**config.mk**
```make
export PLATFORM = sky130hd
export DESIGN_NAME = backup_seal_ctrl
export DESIGN_NICKNAME = d
export VERILOG_FILES = /design/src/rtl/backup_seal_ctrl.sv
export SDC_FILE = /design/constraint.sdc
export NUM_CORES = 1
export LEC_CHECK = 0
export ABC_AREA = 1
export BUFFER_PORTS_ARGS = -buffer_cell sky130_fd_sc_hd__buf_4
export CAP_MARGIN = 0
export CORE_MARGIN = 2
export CORE_UTILIZATION = 45
export CTS_BUF_LIST = sky130_fd_sc_hd__clkbuf_8
export CTS_CLUSTER_SIZE = 8
export DETAILED_ROUTE_END_ITERATION = 16
export PLACE_DENSITY = 0.69
export SYNTH_ARGS = -nofsm -noshare
export SYNTH_HDL_FRONTEND = slang
export SYNTH_SLANG_ARGS = --single-unit
```
**constraint.sdc**
```tcl
create_clock -name clk -period 3.25 [get_ports clk]
set_input_delay 0.1625 -clock clk [delete_from_list [all_inputs] [get_ports clk]]
set_output_delay 0.1625 -clock clk [all_outputs]
set_load 0.1 [all_outputs]
```
**src/rtl/backup_seal_ctrl.sv**
```systemverilog
module backup_seal_ctrl #(
  parameter int SETTLE_CYCLES = 16,
  parameter int WP_CYCLES     = 1024
) (
  input  logic clk,
  input  logic rst_n,
  input  logic supply_ok_a,
  input  logic supply_gt_bat_a,
  input  logic bat_here_a,
  input  logic reset_on_a,
  input  logic pf_below_a,
  input  logic seal_req_n_a,
  output logic main_sel,
  output logic bat_sel,
  output logic backup_mode,
  output logic seal_active,
  output logic pf_warn_n
);
  localparam int SW = $clog2(SETTLE_CYCLES + 1);
  localparam int WW = $clog2(WP_CYCLES + 1);

  typedef enum logic [2:0] {S_OFF, S_MAIN, S_TO_BAT, S_BAT, S_TO_MAIN} st_t;

  logic [5:0] s1, s2;
  st_t st, nxt;
  logic [SW-1:0] settle;
  logic [WW-1:0] wp;
  logic pend;

  always_ff @(posedge clk or negedge rst_n)
    if (!rst_n) begin
      s1 <= '0;
      s2 <= '0;
    end else begin
      s1 <= {seal_req_n_a, pf_below_a, reset_on_a, bat_here_a, supply_gt_bat_a, supply_ok_a};
      s2 <= s1;
    end

  wire ok     = s2[0];
  wire gtb    = s2[1];
  wire bat    = s2[2];
  wire rst_on = s2[3];
  wire pfb    = s2[4];
  wire req_n  = s2[5];

  wire drop    = bat && !ok && !gtb;
  wire back    = ok || gtb;
  wire seal_go = (st == S_MAIN) && pend && !ok;

  always_comb begin
    nxt = st;
    case (st)
      S_OFF:     if (ok) nxt = S_MAIN;
      S_MAIN:    if (seal_go) nxt = S_OFF;
                 else if (drop) nxt = S_TO_BAT;
      S_TO_BAT:  nxt = S_BAT;
      S_BAT:     if (back && settle == SW'(SETTLE_CYCLES - 1)) nxt = S_TO_MAIN;
      S_TO_MAIN: nxt = S_MAIN;
      default:   nxt = S_OFF;
    endcase
  end

  always_ff @(posedge clk or negedge rst_n)
    if (!rst_n) begin
      st          <= S_OFF;
      settle      <= '0;
      wp          <= '0;
      pend        <= 1'b0;
      seal_active <= 1'b1;
    end else begin
      st <= nxt;

      if (st != S_BAT || !back || nxt != S_BAT) settle <= '0;
      else                                        settle <= settle + 1'b1;

      if (nxt == S_MAIN && st != S_MAIN) wp <= WW'(WP_CYCLES);
      else if (st == S_MAIN && wp != '0) wp <= wp - 1'b1;

      if (seal_go || !bat)                               pend <= 1'b0;
      else if (st == S_MAIN && ok && !rst_on && !req_n)  pend <= 1'b1;

      if (seal_go) seal_active <= 1'b1;
      else if (ok) seal_active <= 1'b0;
    end

  assign main_sel    = (st == S_MAIN);
  assign bat_sel     = (st == S_BAT);
  assign backup_mode = (st == S_BAT);
  assign pf_warn_n   = main_sel && (wp == '0) && !pfb;

  assert_excl_R8: assert property (@(posedge clk) disable iff (!rst_n)
    !(main_sel && bat_sel));
  assert_gap_bat_R8: assert property (@(posedge clk) disable iff (!rst_n)
    $rose(bat_sel) |-> !$past(main_sel));
  assert_gap_main_R8: assert property (@(posedge clk) disable iff (!rst_n)
    $rose(main_sel) |-> !$past(bat_sel));
  assert_sealed_R2: assert property (@(posedge clk) disable iff (!rst_n)
    seal_active |-> !bat_sel);
  assert_seal_hold_R10: assert property (@(posedge clk) disable iff (!rst_n)
    (seal_active && !ok) |=> seal_active);
  assert_pfo_forced_R11: assert property (@(posedge clk) disable iff (!rst_n)
    !main_sel |-> !pf_warn_n);
  assert_wp_start_R12: assert property (@(posedge clk) disable iff (!rst_n)
    $rose(main_sel) |-> !pf_warn_n);
endmodule

```
==> metrics <==
wire length per cell around 11 um; Mapped Cells around 170; outcome complete, no violations; Power Total 0.00185 W; Sum Neg Setup Slack 0 ns; Cell variety after synth 25; worst-case clock buffer depth 2; switching power around 0.00084 W; YS warnings 0; Worst setup EP type output pin; most common cell after layout, fill and taps aside nand2_1; post-CTS setup buffers 0; Crit Path Category flip-flop to output pin; commonest non-fill, non-tap cells in the layout nand2_1, dfrtp_1, nor2_1; crit path max fanout 9; clk sinks 33; GR Util All Layers between 10% and 20%; CTS H-tree depth 2; CP Data Arrival Time 1.78 ns; Fmax ~520 MHz; synthesized flop and latch total 33; final setup fails 0; Syn-to-layout area delta 21.1%; Cell Rows 20; 1st-iter DRT viols 84; average cell area after synthesis just under 9 sq um; Tmin final 1.94 ns; Core Footprint 0.00310 sq mm; hold crit path type primary input to asynchronous set/reset pin; antenna cell count 0; Ports 13; TritonCTS clock tree done; RSZ-0062 raised after global routing no; maximum vdd ir drop 432 uV; startpoint types flip-flop; Final Hold Fails 0; Via Count roughly 1100; fin cells roughly 240; Worst-Margin Slew between 0.6 and 0.7 ns; Clk Tree Root Cell clkbuf_8; switching share of power a little under half; Initial Utilization 48.4%; Detail Placement HPWL around 1800 um; fraction of the yosys area taken by sequential cells between 50 and 60%; DRC violations left 0; dpl cells roughly 220; die area between 0.003 and 0.004 sq mm; Final ANT Viol Nets 0; vias per cell roughly 4.8; final WL between 2000 and 3000 um; Die X 61.8 um; post-CTS resize count 0; Routability Congestion 0.851; Port Buffers 12; Cell Pwr Density 1020 mW/mm^2; Max Cap Violations 0; Comb pwr share a little under half; DRT Pass-1 Iters 4; worst endpoint required time 3.09 ns; CTS buffer count 5; initial antenna violation count 0; Clk pwr share between 20% and 30%; layout cell share with drive strength beyond 1 between 15 and 20%; Pleak 0.900 nW; Rel. slew slack 55.1%; final slew viol count 0; Worst Clk Skew 0.00118 ns; Mapped Nets 180; first-pass GRT wire length roughly 4700 um; mapped cell area 0.00150 sq mm; Die Ht ~60 um; Final Hold Slack 0.345 ns; fill cell count a little under 300; largest net degree at the start of global routing 34; Flop pwr share approximately a third; GRT overflow 0; Clock Latency Late Sink between 0.2 and 0.3 ns; Net count, final around 200; Period Utilization, post-route between 50% and 60%; CTS clk-pin slew, worst paths around 0.070 ns; Cell Int Power between 0.001 and 0.0015 W; vias in the first global route 1175
-- through the flow --
step / area (sq um) / util [%] / setup WS (ns)
2_1_floorplan: 1510 / - / -0.182
3_3_place_gp: 1630 / 52.5 / 1.65
3_5_place_dp: 1630 / 52.5 / 1.61
4_1_cts: 1820 / 58.7 / 1.30
5_1_grt: 1820 / 58.7 / 1.18
6_report: 1820 / 58.7 / 1.31
-- synth_stat cells --
library cell   n  area [sq um]
nor3_1         5          25.0
a21oi_2        1          8.76
inv_1         16          60.1
a21oi_1        3          15.0
inv_2          1          3.75
nand2_2        4          25.0
ha_1           3          37.5
nor4_1         1          6.26
o21ai_2        2          17.5
nor3_4         1          16.3
buf_6          1          11.3
dfstp_2        1          26.3
nor2_4         1          11.3
buf_2          1          5.00
o21bai_1       2          15.0
nand3_1       19          95.1
xor2_1         4          35.0
dfrtp_1       32           801
buf_4          1          7.51
nand2_1       36           135
nor2_1        29           109
nor3b_2        1          12.5
nand3b_1       1          7.51
o21ai_0        2          10.0
nand4_1        1          6.26
-- registers in the layout, indices dropped and copies added, names as in the netlist --
register     flops
settle           5
s1               6
s2               6
st               3
seal_active      1
wp              11
pend             1
-- routing by layer --
layer	global-route usage, %	wire (um)	vias to the layer above	part of all wire (%)
met3	4.76	92	5	3.5
met5	0	0	-	0
met2	31.0	1420	19	54
met1	18.8	1080	542	41
li1	-	-	581	-
met4	8.21	38	0	1.4
-- cells by family after synthesis --
group | after synthesis | share of synthesized area (%)
AO/OA/AOI/OAI | 10 | 4.41
XOR/XNOR | 4 | 2.33
adder cells (fa/ha/maj) | 3 | 2.50
buffers and inverters | 20 | 5.83
flip-flops | 33 | 55.0
AND/OR/NAND/NOR | 99 | 29.9
-- critical path: stages, from the launching register on --
cell and delay, ns:
dfrtp_1 0.45, nor3_4 0.41, inv_2 0.10, nor4_2 0.21, buf_4 0.32
-- power groups by stage --
| stage | clock network [W] | logic [W] | registers [W] |
|---|---|---|---|
| after floorplan | 0 | 0.000728 | 0.000591 |
| after global placement | 0 | 0.000820 | 0.000608 |
| after detailed placement | 0 | 0.000840 | 0.000615 |
| after CTS | 0.000409 | 0.000856 | 0.000608 |
| after global routing | 0.000423 | 0.000948 | 0.000622 |
| final | 0.000395 | 0.000845 | 0.000609 |
-- worst paths after layout --
| check | to | slack, ns | start | cells after the start |
|---|---|---|---|---|
| max | pf_warn_n | 1.31 | st[2] | 4 |
| min | wp[4] | 0.35 | rst_n | 2 |
| max reg2reg | wp[6] | 1.64 | wp[0] | 9 |
| min reg2reg | s2[4] | 0.35 | s1[4] | 0 |
| max in group asynchronous | seal_active | 2.57 | rst_n | 2 |
| min in group clk | s2[4] | 0.35 | s1[4] | 0 |
-- final cells by class --
type	count	area (sq um)	share of cell area, %
Clock buffer	6	82.6	4.54
Clock inverter	2	37.5	2.06
Inverter	17	63.8	3.51
Multi-Input combinational cell	116	594	32.6
Sequential cell	33	827	45.4
Tap cell	44	55.1	3.02
Timing Repair Buffer	19	160	8.80
-- repair_timing --
action	CTS	global route
hold endpoints to repair	38	0
hold buffers	7	0
setup endpoints to repair	0	0
No activity file was read; power rests on OpenSTA's default activity.
